$ cat config.mk
export PLATFORM = sky130hd
export DESIGN_NAME = eeprom_row_writer
export DESIGN_NICKNAME = d
export VERILOG_FILES = /design/src/rtl/eeprom_row_pkg.sv /design/src/rtl/erw_serial_front.sv /design/src/rtl/erw_row_buffer.sv /design/src/rtl/erw_phase_seq.sv /design/src/rtl/erw_line_drive.sv /design/src/rtl/eeprom_row_writer.sv
export SDC_FILE = /design/constraint.sdc
export NUM_CORES = 1
export LEC_CHECK = 0
export ABC_AREA = 0
export BUFFER_PORTS_ARGS = -buffer_cell sky130_fd_sc_hd__buf_2
export CAP_MARGIN = 15
export CORE_MARGIN = 5
export CORE_UTILIZATION = 60
export CTS_BUF_LIST = sky130_fd_sc_hd__clkbuf_4 sky130_fd_sc_hd__clkbuf_8 sky130_fd_sc_hd__clkbuf_16
export CTS_CLUSTER_DIAMETER = 120
export DETAILED_ROUTE_END_ITERATION = 8
export GPL_TIMING_DRIVEN = 0
export PLACE_DENSITY_LB_ADDON = 0.2
export SLEW_MARGIN = 10
export SYNTH_ARGS = -nofsm -noshare
export SYNTH_HDL_FRONTEND = slang
export SYNTH_SLANG_ARGS = --single-unit
$ cat constraint.sdc
create_clock -name clk -period 4.7 [get_ports clk]
set_input_delay 0.94 -clock clk [delete_from_list [all_inputs] [get_ports clk]]
set_output_delay 0.94 -clock clk [all_outputs]
set_load 0.1 [all_outputs]
$ cat src/rtl/eeprom_row_pkg.sv
package eeprom_row_pkg;
  typedef enum logic [1:0] {
    PH_IDLE  = 2'd0,
    PH_ERASE = 2'd1,
    PH_GAP   = 2'd2,
    PH_PROG  = 2'd3
  } phase_t;
endpackage

$ cat src/rtl/erw_serial_front.sv
module erw_serial_front #(
  parameter int ROWS = 8,
  parameter int COLS = 16,
  parameter int DW   = 8,
  localparam int RW  = $clog2(ROWS),
  localparam int CW  = $clog2(COLS),
  localparam int AW  = RW + CW,
  localparam int SW  = (AW > DW) ? AW : DW,
  localparam int ACW = $clog2(AW + 1),
  localparam int BCW = $clog2(DW + 1)
) (
  input  logic          clk,
  input  logic          rst,
  input  logic          hold,
  input  logic          frame_en,
  input  logic          bit_vld,
  input  logic          ser_in,
  output logic [RW-1:0] row,
  output logic          wr,
  output logic [CW-1:0] wr_col,
  output logic [DW-1:0] wr_byte,
  output logic          start,
  output logic          abort
);
  localparam logic [ACW-1:0] ALAST = ACW'(AW - 1);
  localparam logic [BCW-1:0] BLAST = BCW'(DW - 1);

  logic [SW-2:0]  shreg;
  logic [SW-1:0]  sh_next;
  logic           frame_q, in_frame, addr_done, got_byte;
  logic [ACW-1:0] acnt;
  logic [BCW-1:0] bcnt;
  logic [CW-1:0]  col;

  assign sh_next = {shreg, ser_in};

  always_ff @(posedge clk) begin
    if (rst) begin
      shreg <= '0; frame_q <= 1'b0; in_frame <= 1'b0; addr_done <= 1'b0;
      got_byte <= 1'b0; acnt <= '0; bcnt <= '0; col <= '0; row <= '0;
      wr <= 1'b0; wr_col <= '0; wr_byte <= '0; start <= 1'b0; abort <= 1'b0;
    end else begin
      wr      <= 1'b0;
      start   <= 1'b0;
      abort   <= 1'b0;
      frame_q <= frame_en;
      if (!in_frame) begin
        if (frame_en && !frame_q && !hold) begin
          in_frame  <= 1'b1;
          addr_done <= 1'b0;
          got_byte  <= 1'b0;
          acnt      <= '0;
          bcnt      <= '0;
        end
      end else if (!frame_en) begin
        in_frame <= 1'b0;
        if (got_byte && bcnt == '0) start <= 1'b1;
        else                        abort <= 1'b1;
      end else if (bit_vld) begin
        shreg <= sh_next[SW-2:0];
        if (!addr_done) begin
          acnt <= acnt + 1'b1;
          if (acnt == ALAST) begin
            addr_done <= 1'b1;
            row       <= sh_next[AW-1:CW];
            col       <= sh_next[CW-1:0];
          end
        end else if (bcnt == BLAST) begin
          bcnt     <= '0;
          wr       <= 1'b1;
          wr_col   <= col;
          wr_byte  <= sh_next[DW-1:0];
          col      <= col + 1'b1;
          got_byte <= 1'b1;
        end else begin
          bcnt <= bcnt + 1'b1;
        end
      end
    end
  end


  busy_no_write_chk: assert property (@(posedge clk) disable iff (rst)
    (hold && !in_frame) |=> !wr);

  start_abort_excl_chk: assert property (@(posedge clk) disable iff (rst)
    !(start && abort));
endmodule

$ cat src/rtl/erw_row_buffer.sv
module erw_row_buffer #(
  parameter int COLS = 16,
  parameter int DW   = 8,
  localparam int CW  = $clog2(COLS)
) (
  input  logic              clk,
  input  logic              rst,
  input  logic              clear,
  input  logic              wr,
  input  logic [CW-1:0]     wr_col,
  input  logic [DW-1:0]     wr_byte,
  output logic [COLS-1:0]   loaded,
  output logic [COLS*DW-1:0] data_flat
);
  logic [DW-1:0] mem [COLS];

  always_ff @(posedge clk) begin
    if (wr) mem[wr_col] <= wr_byte;
  end

  always_ff @(posedge clk) begin
    if (rst) begin
      loaded <= '0;
    end else begin
      if (clear) loaded <= '0;
      if (wr)    loaded[wr_col] <= 1'b1;
    end
  end

  for (genvar c = 0; c < COLS; c++) begin : g_flat
    assign data_flat[c*DW +: DW] = mem[c];
  end


  clear_empties_chk: assert property (@(posedge clk) disable iff (rst)
    (clear && !wr) |=> (loaded == '0));
endmodule

$ cat src/rtl/erw_phase_seq.sv
module erw_phase_seq
  import eeprom_row_pkg::*;
#(
  parameter int ERASE_CYCLES = 312500,
  parameter int PROG_CYCLES  = 312500,
  localparam int MAXC = (ERASE_CYCLES > PROG_CYCLES) ? ERASE_CYCLES : PROG_CYCLES,
  localparam int NW   = $clog2(MAXC + 1)
) (
  input  logic   clk,
  input  logic   rst,
  input  logic   start,
  output phase_t phase,
  output logic   done
);
  localparam logic [NW-1:0] ELAST = NW'(ERASE_CYCLES - 1);
  localparam logic [NW-1:0] PLAST = NW'(PROG_CYCLES - 1);

  logic [NW-1:0] cnt;

  always_ff @(posedge clk) begin
    if (rst) begin
      phase <= PH_IDLE;
      cnt   <= '0;
      done  <= 1'b0;
    end else begin
      done <= 1'b0;
      unique case (phase)
        PH_IDLE: if (start) begin
          phase <= PH_ERASE;
          cnt   <= '0;
        end
        PH_ERASE: if (cnt == ELAST) begin
          phase <= PH_GAP;
          cnt   <= '0;
        end else cnt <= cnt + 1'b1;
        PH_GAP: phase <= PH_PROG;
        PH_PROG: if (cnt == PLAST) begin
          phase <= PH_IDLE;
          cnt   <= '0;
          done  <= 1'b1;
        end else cnt <= cnt + 1'b1;
        default: phase <= PH_IDLE;
      endcase
    end
  end


  start_to_erase_chk: assert property (@(posedge clk) disable iff (rst)
    start |=> (phase == PH_ERASE));

  gap_one_clock_chk: assert property (@(posedge clk) disable iff (rst)
    (phase == PH_GAP) |=> (phase == PH_PROG));
endmodule

$ cat src/rtl/erw_line_drive.sv
module erw_line_drive
  import eeprom_row_pkg::*;
#(
  parameter int ROWS = 8,
  parameter int COLS = 16,
  parameter int DW   = 8,
  localparam int RW  = $clog2(ROWS)
) (
  input  logic               clk,
  input  logic               rst,
  input  phase_t             phase,
  input  logic [RW-1:0]      row,
  input  logic [COLS-1:0]    loaded,
  input  logic [COLS*DW-1:0] data_flat,
  output logic               busy,
  output logic [ROWS-1:0]    row_sel,
  output logic [COLS-1:0]    gate_en,
  output logic [COLS*DW-1:0] bit_en
);
  logic [COLS*DW-1:0] prog_vec;
  logic [ROWS-1:0]    row_oh;

  assign row_oh = ROWS'(1) << row;

  for (genvar c = 0; c < COLS; c++) begin : g_col
    assign prog_vec[c*DW +: DW] = data_flat[c*DW +: DW] & {DW{loaded[c]}};
  end

  always_ff @(posedge clk) begin
    if (rst) begin
      busy <= 1'b0; row_sel <= '0; gate_en <= '0; bit_en <= '0;
    end else begin
      busy <= (phase != PH_IDLE);
      unique case (phase)
        PH_ERASE: begin row_sel <= row_oh; gate_en <= loaded; bit_en <= '0;       end
        PH_PROG:  begin row_sel <= row_oh; gate_en <= '0;     bit_en <= prog_vec; end
        default:  begin row_sel <= '0;     gate_en <= '0;     bit_en <= '0;       end
      endcase
    end
  end


  onehot_row_chk: assert property (@(posedge clk) disable iff (rst) $onehot0(row_sel));

  phase_excl_chk: assert property (@(posedge clk) disable iff (rst)
    !((gate_en != '0) && (bit_en != '0)));

  gate_then_quiet_chk: assert property (@(posedge clk) disable iff (rst)
    (gate_en != '0) |=> (bit_en == '0));

  end_all_low_chk: assert property (@(posedge clk) disable iff (rst)
    $fell(busy) |-> ((row_sel == '0) && (bit_en == '0)));
endmodule

$ cat src/rtl/eeprom_row_writer.sv
module eeprom_row_writer
  import eeprom_row_pkg::*;
#(
  parameter int ROWS         = 8,
  parameter int COLS         = 16,
  parameter int DW           = 8,
  parameter int ERASE_CYCLES = 312500,
  parameter int PROG_CYCLES  = 312500,
  localparam int RW = $clog2(ROWS),
  localparam int CW = $clog2(COLS)
) (
  input  logic               clk,
  input  logic               rst,
  input  logic               frame_en,
  input  logic               bit_vld,
  input  logic               ser_in,
  output logic               busy,
  output logic [ROWS-1:0]    row_sel,
  output logic [COLS-1:0]    gate_en,
  output logic [COLS*DW-1:0] bit_en
);
  phase_t             phase;
  logic               hold, wr, start, abort, done;
  logic [RW-1:0]      row;
  logic [CW-1:0]      wr_col;
  logic [DW-1:0]      wr_byte;
  logic [COLS-1:0]    loaded;
  logic [COLS*DW-1:0] data_flat;

  assign hold = (phase != PH_IDLE) || start;

  erw_serial_front #(.ROWS(ROWS), .COLS(COLS), .DW(DW)) u_front (
    .clk(clk), .rst(rst), .hold(hold), .frame_en(frame_en), .bit_vld(bit_vld),
    .ser_in(ser_in), .row(row), .wr(wr), .wr_col(wr_col), .wr_byte(wr_byte),
    .start(start), .abort(abort));

  erw_row_buffer #(.COLS(COLS), .DW(DW)) u_buf (
    .clk(clk), .rst(rst), .clear(done | abort), .wr(wr), .wr_col(wr_col),
    .wr_byte(wr_byte), .loaded(loaded), .data_flat(data_flat));

  erw_phase_seq #(.ERASE_CYCLES(ERASE_CYCLES), .PROG_CYCLES(PROG_CYCLES)) u_seq (
    .clk(clk), .rst(rst), .start(start), .phase(phase), .done(done));

  erw_line_drive #(.ROWS(ROWS), .COLS(COLS), .DW(DW)) u_drive (
    .clk(clk), .rst(rst), .phase(phase), .row(row), .loaded(loaded),
    .data_flat(data_flat), .busy(busy), .row_sel(row_sel), .gate_en(gate_en),
    .bit_en(bit_en));
endmodule

# Word-level counts from Yosys, hierarchy flattened
# Memory sizes are Yosys's and may differ from the RTL's.
# Index checks and enable logic that the tools add are counted.
# classes
n_lt_le_gt_ge	2
mux	46
add_sub_neg	4
shifts	1
bitwise	25
n_eq_ne	15
n_reduce_logical	29
# op_table
operator	count
$and 8x8->8	16
$mux 16	3
$mux 19	2
$pmux 19 s2	1
$mux 4	9
$mux 1	21
$reduce_and 5->1	4
$add 19x1->19 const B	1
$eq 19x19->1 const B	1
$ne 2x2->1 const B	9
$or 16x16->16	1
$mux 3	5
$reduce_and 3->1	3
$add 4x1->4 const B	2
$pmux 2 s4	1
$reduce_and 4->1	2
$reduce_bool 2->1	4
$reduce_or 2->1	4
$shl 1x3->8 const A	1
$not 1->1	7
$mux 2	3
$lt 4x5->1 const B	1
$reduce_or 5->1	1
$demux 1 s4	1
14 further kinds	19
# totals
register_bits	231
ram_bits	128
memories	1
word_cells	145
input_bits	5
# memory_table
name	depth	width	rd	rd_ports_with_merged_regs	write_ports	line	source
u_buf.mem	16	8	16	0	1	erw_row_buffer.sv:15	logic [DW-1:0] mem [COLS];

# Longest topological paths before layout
# depth
word_depth	6
ltp_mapped	8

# Cells and area by module
# From an unflattened synthesis, not the netlist that was laid out.
# unflattened
hier_cells	892
hier_area_um2	11647.4
# modules_own_cells
mod	instances	area_per_inst_um2	cells_per_inst	seq_area_each_um2
erw_row_buffer	1	4553.1	210	4164.0
erw_line_drive	1	4134.0	329	3062.9
erw_serial_front	1	1714.1	203	800.8
erw_phase_seq	1	1233.7	148	440.4
eeprom_row_writer	1	12.5	2	0.0

# Worst setup path after synthesis
# OpenSTA, ideal clock, no wires.
# synth_timing
path_kind	input -> register
startpoint	input port frame_en
endpoint	register u_front.col[0]
slack_ns	2.491
path_stages	5
arrival_ns	2.135
path_cell_list	buf_2 > nand3_2 > or3_1 > or3_1 > a31oi_1
# synth_via
elab_chain_len	1
# synth_lines
element	line	source
from (decl)	eeprom_row_writer.sv:14	input logic frame_en,
$reduce_and 5->1 (no source line)	n/a	
to (signal assigned)	erw_serial_front.sv:66	col <= sh_next[CW-1:0];
to (signal assigned)	erw_serial_front.sv:73	col <= col + 1'b1;
to (decl)	erw_serial_front.sv:33	logic [CW-1:0] col;
# No other way between the ends.
# A chain may end at the register's enable or synchronous reset.

# Final worst setup path
# layout_timing
startpoint	register u_seq.phase[0]
endpoint	register u_seq.cnt[15]
# layout_via
elab_chain_len	4
elab_cells_between_ends	8
classes_between	eq/ne (3); mux (1); reduce/logical (4)
# layout_lines
element	line	source
from (decl)	erw_phase_seq.sv:12	output phase_t phase,
from (signal assigned)	erw_phase_seq.sv:22	phase <= PH_IDLE;
from (signal assigned)	erw_phase_seq.sv:29	phase <= PH_ERASE;
from (signal assigned)	erw_phase_seq.sv:33	phase <= PH_GAP;
$eq 2x1->1 / $eq 2x2->1 (equally long branches)	erw_phase_seq.sv:27	unique case (phase)
$reduce_or 2->1 (no source line)	n/a	
$reduce_bool 2->1 (no source line)	n/a	
$reduce_and 2->1 (no source line)	n/a	
to (signal assigned)	erw_phase_seq.sv:35	end else cnt <= cnt + 1'b1;
to (signal assigned)	erw_phase_seq.sv:41	end else cnt <= cnt + 1'b1;
to (decl)	erw_phase_seq.sv:18	logic [NW-1:0] cnt;
# Parallel ways exist; a longest one is shown, timed or not.

==> results.yml <==
status:
  status: "finished clean"
clock_network:
  post-cts-setup-buffers: 0
  clk_latency_ns: 0.51
  cts_buffers: 34
  clk_pin_slew_ns: 0.06
  numClockSinks: 359
  clk_path_buf_depth: 3
  cts_root_buf: "clkbuf_16"
  cts_hold_buf: 0
  h-tree-depth: 2
  cts_tree: "yes"
  post_cts_resize_count: 0
detailed_routing:
  drtPass1Iterations: 5
  num_vias: 7322
  wl_per_cell_um: 18.2
  vias_per_cell: 5.47
  ant_nets: 0
  remaining_drc_errors: 0
  routed_wl_um: 24400
  drtIter0Drc: 491
synthesis:
  synth_compound_gate_area_share: 0.0401
  synth.top_cells.by_area: "dfxtp_1, edfxtp_1, and3_1"
  synthXorXnorAreaFrac: 0.00767
  async_reset_ff_frac: 0
  synth_top_area_frac: 0.405
  synth-seq-cells: 359
  synth_cell_types: 52
  synthMuxAreaShare: 0.00449
  yosysSeqAreaShare: 0.742
  ys_warn_count: 0
  synth_top_family_by_area: "simple AND/OR/NAND/NOR gates"
  synthAdderAreaFrac: 0.0121
  yosys_most_used_dff: "dfxtp_1"
  mappedNetlistArea_um2: 11400
  syn_nets: 901
  avgSynthCellArea_um2: 12.9
  synth_edf_count: 128
  synthCells: 885
  synth-simple-area-share: 0.178
  synth_area_leader_cell: "dfxtp_1"
power_and_ir_drop:
  p_leak_nw: 5.55
  pwr-share-comb: 0.045
  powerDensity_nw_per_um2: 453
  peakVddDrop_mv: 0.309
  p_sw_frac: 0.209
  clkPwrFrac: 0.435
  p_int_w: 0.00489
  p_seq_frac: 0.520
  p_sw_w: 0.00129
setup_path:
  worstSetupStartpoint: "u_seq.phase[0]$_SDFFE_PP0P_"
  reg2reg_slack_ns: 2.24
  r2r-end: "u_seq.cnt[15]$_SDFFE_PP0P_"
  critPathRequiredTime_ns: 5.06
  path_class: "reg -> reg"
  cp-endpoint: "u_seq.cnt[15]$_SDFFE_PP0P_"
  reg2regPathDepth: 7
  endpoint_kind: "register"
  worstPathArrival_ns: 2.82
  crit-reg2reg-launch: "u_seq.phase[0]$_SDFFE_PP0P_"
  crit_fanout: 10
  start_kind: "register"
timing:
  hold_viol_final: 0
  fin_worst_skew_ns: 0.0108
  min_period_ns: 2.46
  rsz0062_at_grt: "no"
  finalCritPeriodShare: 0.523
  clock.fmax_mhz: 407
  max_slew_margin: 0.331
  worstMarginPinSlew_ns: 1.00
  finalSetupViolations: 0
  tns_ns: 0
  slew_violations: 0
cells_and_area:
  fin_area_um2: 13600
  fillers: 1266
  layout_common_cells: "dfxtp_1, buf_2, and3_1"
  syn2layout_area_growth_pct: 19.4
  finalNetCount: 1096
  final_common_cell: "dfxtp_1"
  multiInputGateArea_um2: 2770
  layout.area.seq_um2: 8470
  drive_gt1_frac: 0.218
  antenna_cells: 0
floorplanning:
  die_x_um: 148
  rows: 50
  die_area_um2: 21900
  io_pins: 158
  die_y_um: 148
  core_um2: 18700
  initial_utilization: 0.610
place:
  place_area_um2: 12500
  gp_congestion: 0.869
  dp_hpwl_um: 15500
  portBuffers: 156
run:
  drv_cap: 0
grt:
  grt_pass1_vias: 7117
  grt_antenna_before_repair: 0
  overflow: 0
  grt_max_degree: 18
  grt_pass1_wl_um: 38500
  grt_usage: 0.223
min_path:
  hp-class: "reg -> reg"
==> layer usage <==
metal	GRT usage	vias to the layer above	wire length (µm)
met2	0.372	228	12000
met5	0	-	0
li1	-	3531	-
met1	0.302	3524	10500
met3	0.0343	39	1320
met4	0.0739	0	595
==> worst min path at each step <==
| stage | cells after the start | slack, ns | to | start |
|---|---|---|---|---|
| floorplan | 2 | 0.43 | u_front.wr_byte[7]$_SDFFE_PP0P_ | u_front.shreg[6]$_SDFFE_PP0P_ |
| global placement | 2 | 0.45 | u_front.wr_byte[7]$_SDFFE_PP0P_ | u_front.shreg[6]$_SDFFE_PP0P_ |
| detailed placement | 2 | 0.45 | u_front.shreg[6]$_SDFFE_PP0P_ | u_front.shreg[6]$_SDFFE_PP0P_ |
| CTS | 2 | 0.46 | u_front.shreg[6]$_SDFFE_PP0P_ | u_front.shreg[6]$_SDFFE_PP0P_ |
| global route | 2 | 0.48 | u_front.wr_byte[7]$_SDFFE_PP0P_ | u_front.shreg[6]$_SDFFE_PP0P_ |
| finish | 2 | 0.45 | u_front.shreg[6]$_SDFFE_PP0P_ | u_front.shreg[6]$_SDFFE_PP0P_ |
==> per-stage QoR <==
stage	power, W	worst slack (ns)	cells	util	hold WS [ns]
2_1_floorplan	0.00348	2.49	885	-	0.432
3_3_place_gp	0.00355	2.10	1275	0.668	0.447
3_5_place_dp	0.00356	2.04	1277	0.668	0.448
4_1_cts	0.00622	2.20	1337	0.728	0.456
5_1_grt	0.00639	2.01	1338	0.729	0.481
6_report	0.00618	2.24	1338	0.729	0.453
==> power groups by stage <==
stage / Clock (W) / Sequential (W) / Combinational, W
2_1_floorplan: 0 / 0.00332 / 0.000161
6_report: 0.00269 / 0.00322 / 0.000279
4_1_cts: 0.00273 / 0.00322 / 0.000275
3_3_place_gp: 0 / 0.00328 / 0.000272
3_5_place_dp: 0 / 0.00328 / 0.000275
5_1_grt: 0.00288 / 0.00321 / 0.000299
==> worst max-delay path, stage by stage (launching register included) <==
cell and delay (ns):
dfxtp_1 0.39, inv_1 0.10, ha_1 0.28, nand2b_1 0.23
o21ai_0 0.27, buf_2 0.27, o31ai_2 0.62, o31ai_1 0.16
==> logic make-up (layout without fill, tap and decap cells) <==
logic type | Yosys count | count (layout)
AND/OR/NAND/NOR | 377 | 377
flip-flops | 359 | 359
AO/OA/AOI/OAI | 79 | 79
buffers and inverters | 44 | 263
adder cells (fa/ha/maj) | 11 | 11
XOR/XNOR | 10 | 10
multiplexers | 5 | 5
==> registers in the layout, indices dropped and copies added (netlist names), 2 cells and up <==
| name | count |
|---|---|
| u_seq.phase | 2 |
| u_front.wr_col | 4 |
| u_seq.cnt | 19 |
| u_drive.row_sel | 8 |
| u_drive.bit_en | 128 |
| u_drive.gate_en | 16 |
| u_front.bcnt | 4 |
| u_front.wr_byte | 8 |
| u_front.col | 4 |
| u_buf.loaded | 16 |
| u_front.acnt | 3 |
| u_front.shreg | 7 |
| u_front.row | 3 |
| u_buf.mem | 128 |
==> cell type report <==
| cell class | count | area share |
|---|---|---|
| buffer | 34 | 0.0104 |
| clock buffer | 50 | 0.0748 |
| clock inverter | 10 | 0.00753 |
| inverter | 10 | 0.00275 |
| multi-input combinational | 482 | 0.203 |
| sequential | 359 | 0.621 |
| tap | 234 | 0.0215 |
| timing repair buffer | 159 | 0.0584 |
==> Yosys cell counts, types with 2 or more instances <==
master	instances
or4_2	2
buf_4	2
a21oi_1	49
xnor2_1	9
nor2_1	69
nor4_1	4
dfxtp_1	231
nand4_1	3
and3_2	3
or3_1	5
nand3b_1	3
nor3_1	17
nand3_1	24
clkbuf_1	27
a31oi_1	7
o21ai_0	8
and2_1	17
nand2_1	70
inv_1	10
edfxtp_1	128
or4_1	4
nand2b_1	6
nor4b_1	4
o31ai_1	2
mux2i_1	4
and3_1	131
a22o_1	2
buf_2	5
ha_1	11
a211oi_1	2
or2_2	2
nor2b_1	4
Note: power is estimated with default switching activity, not from simulation.
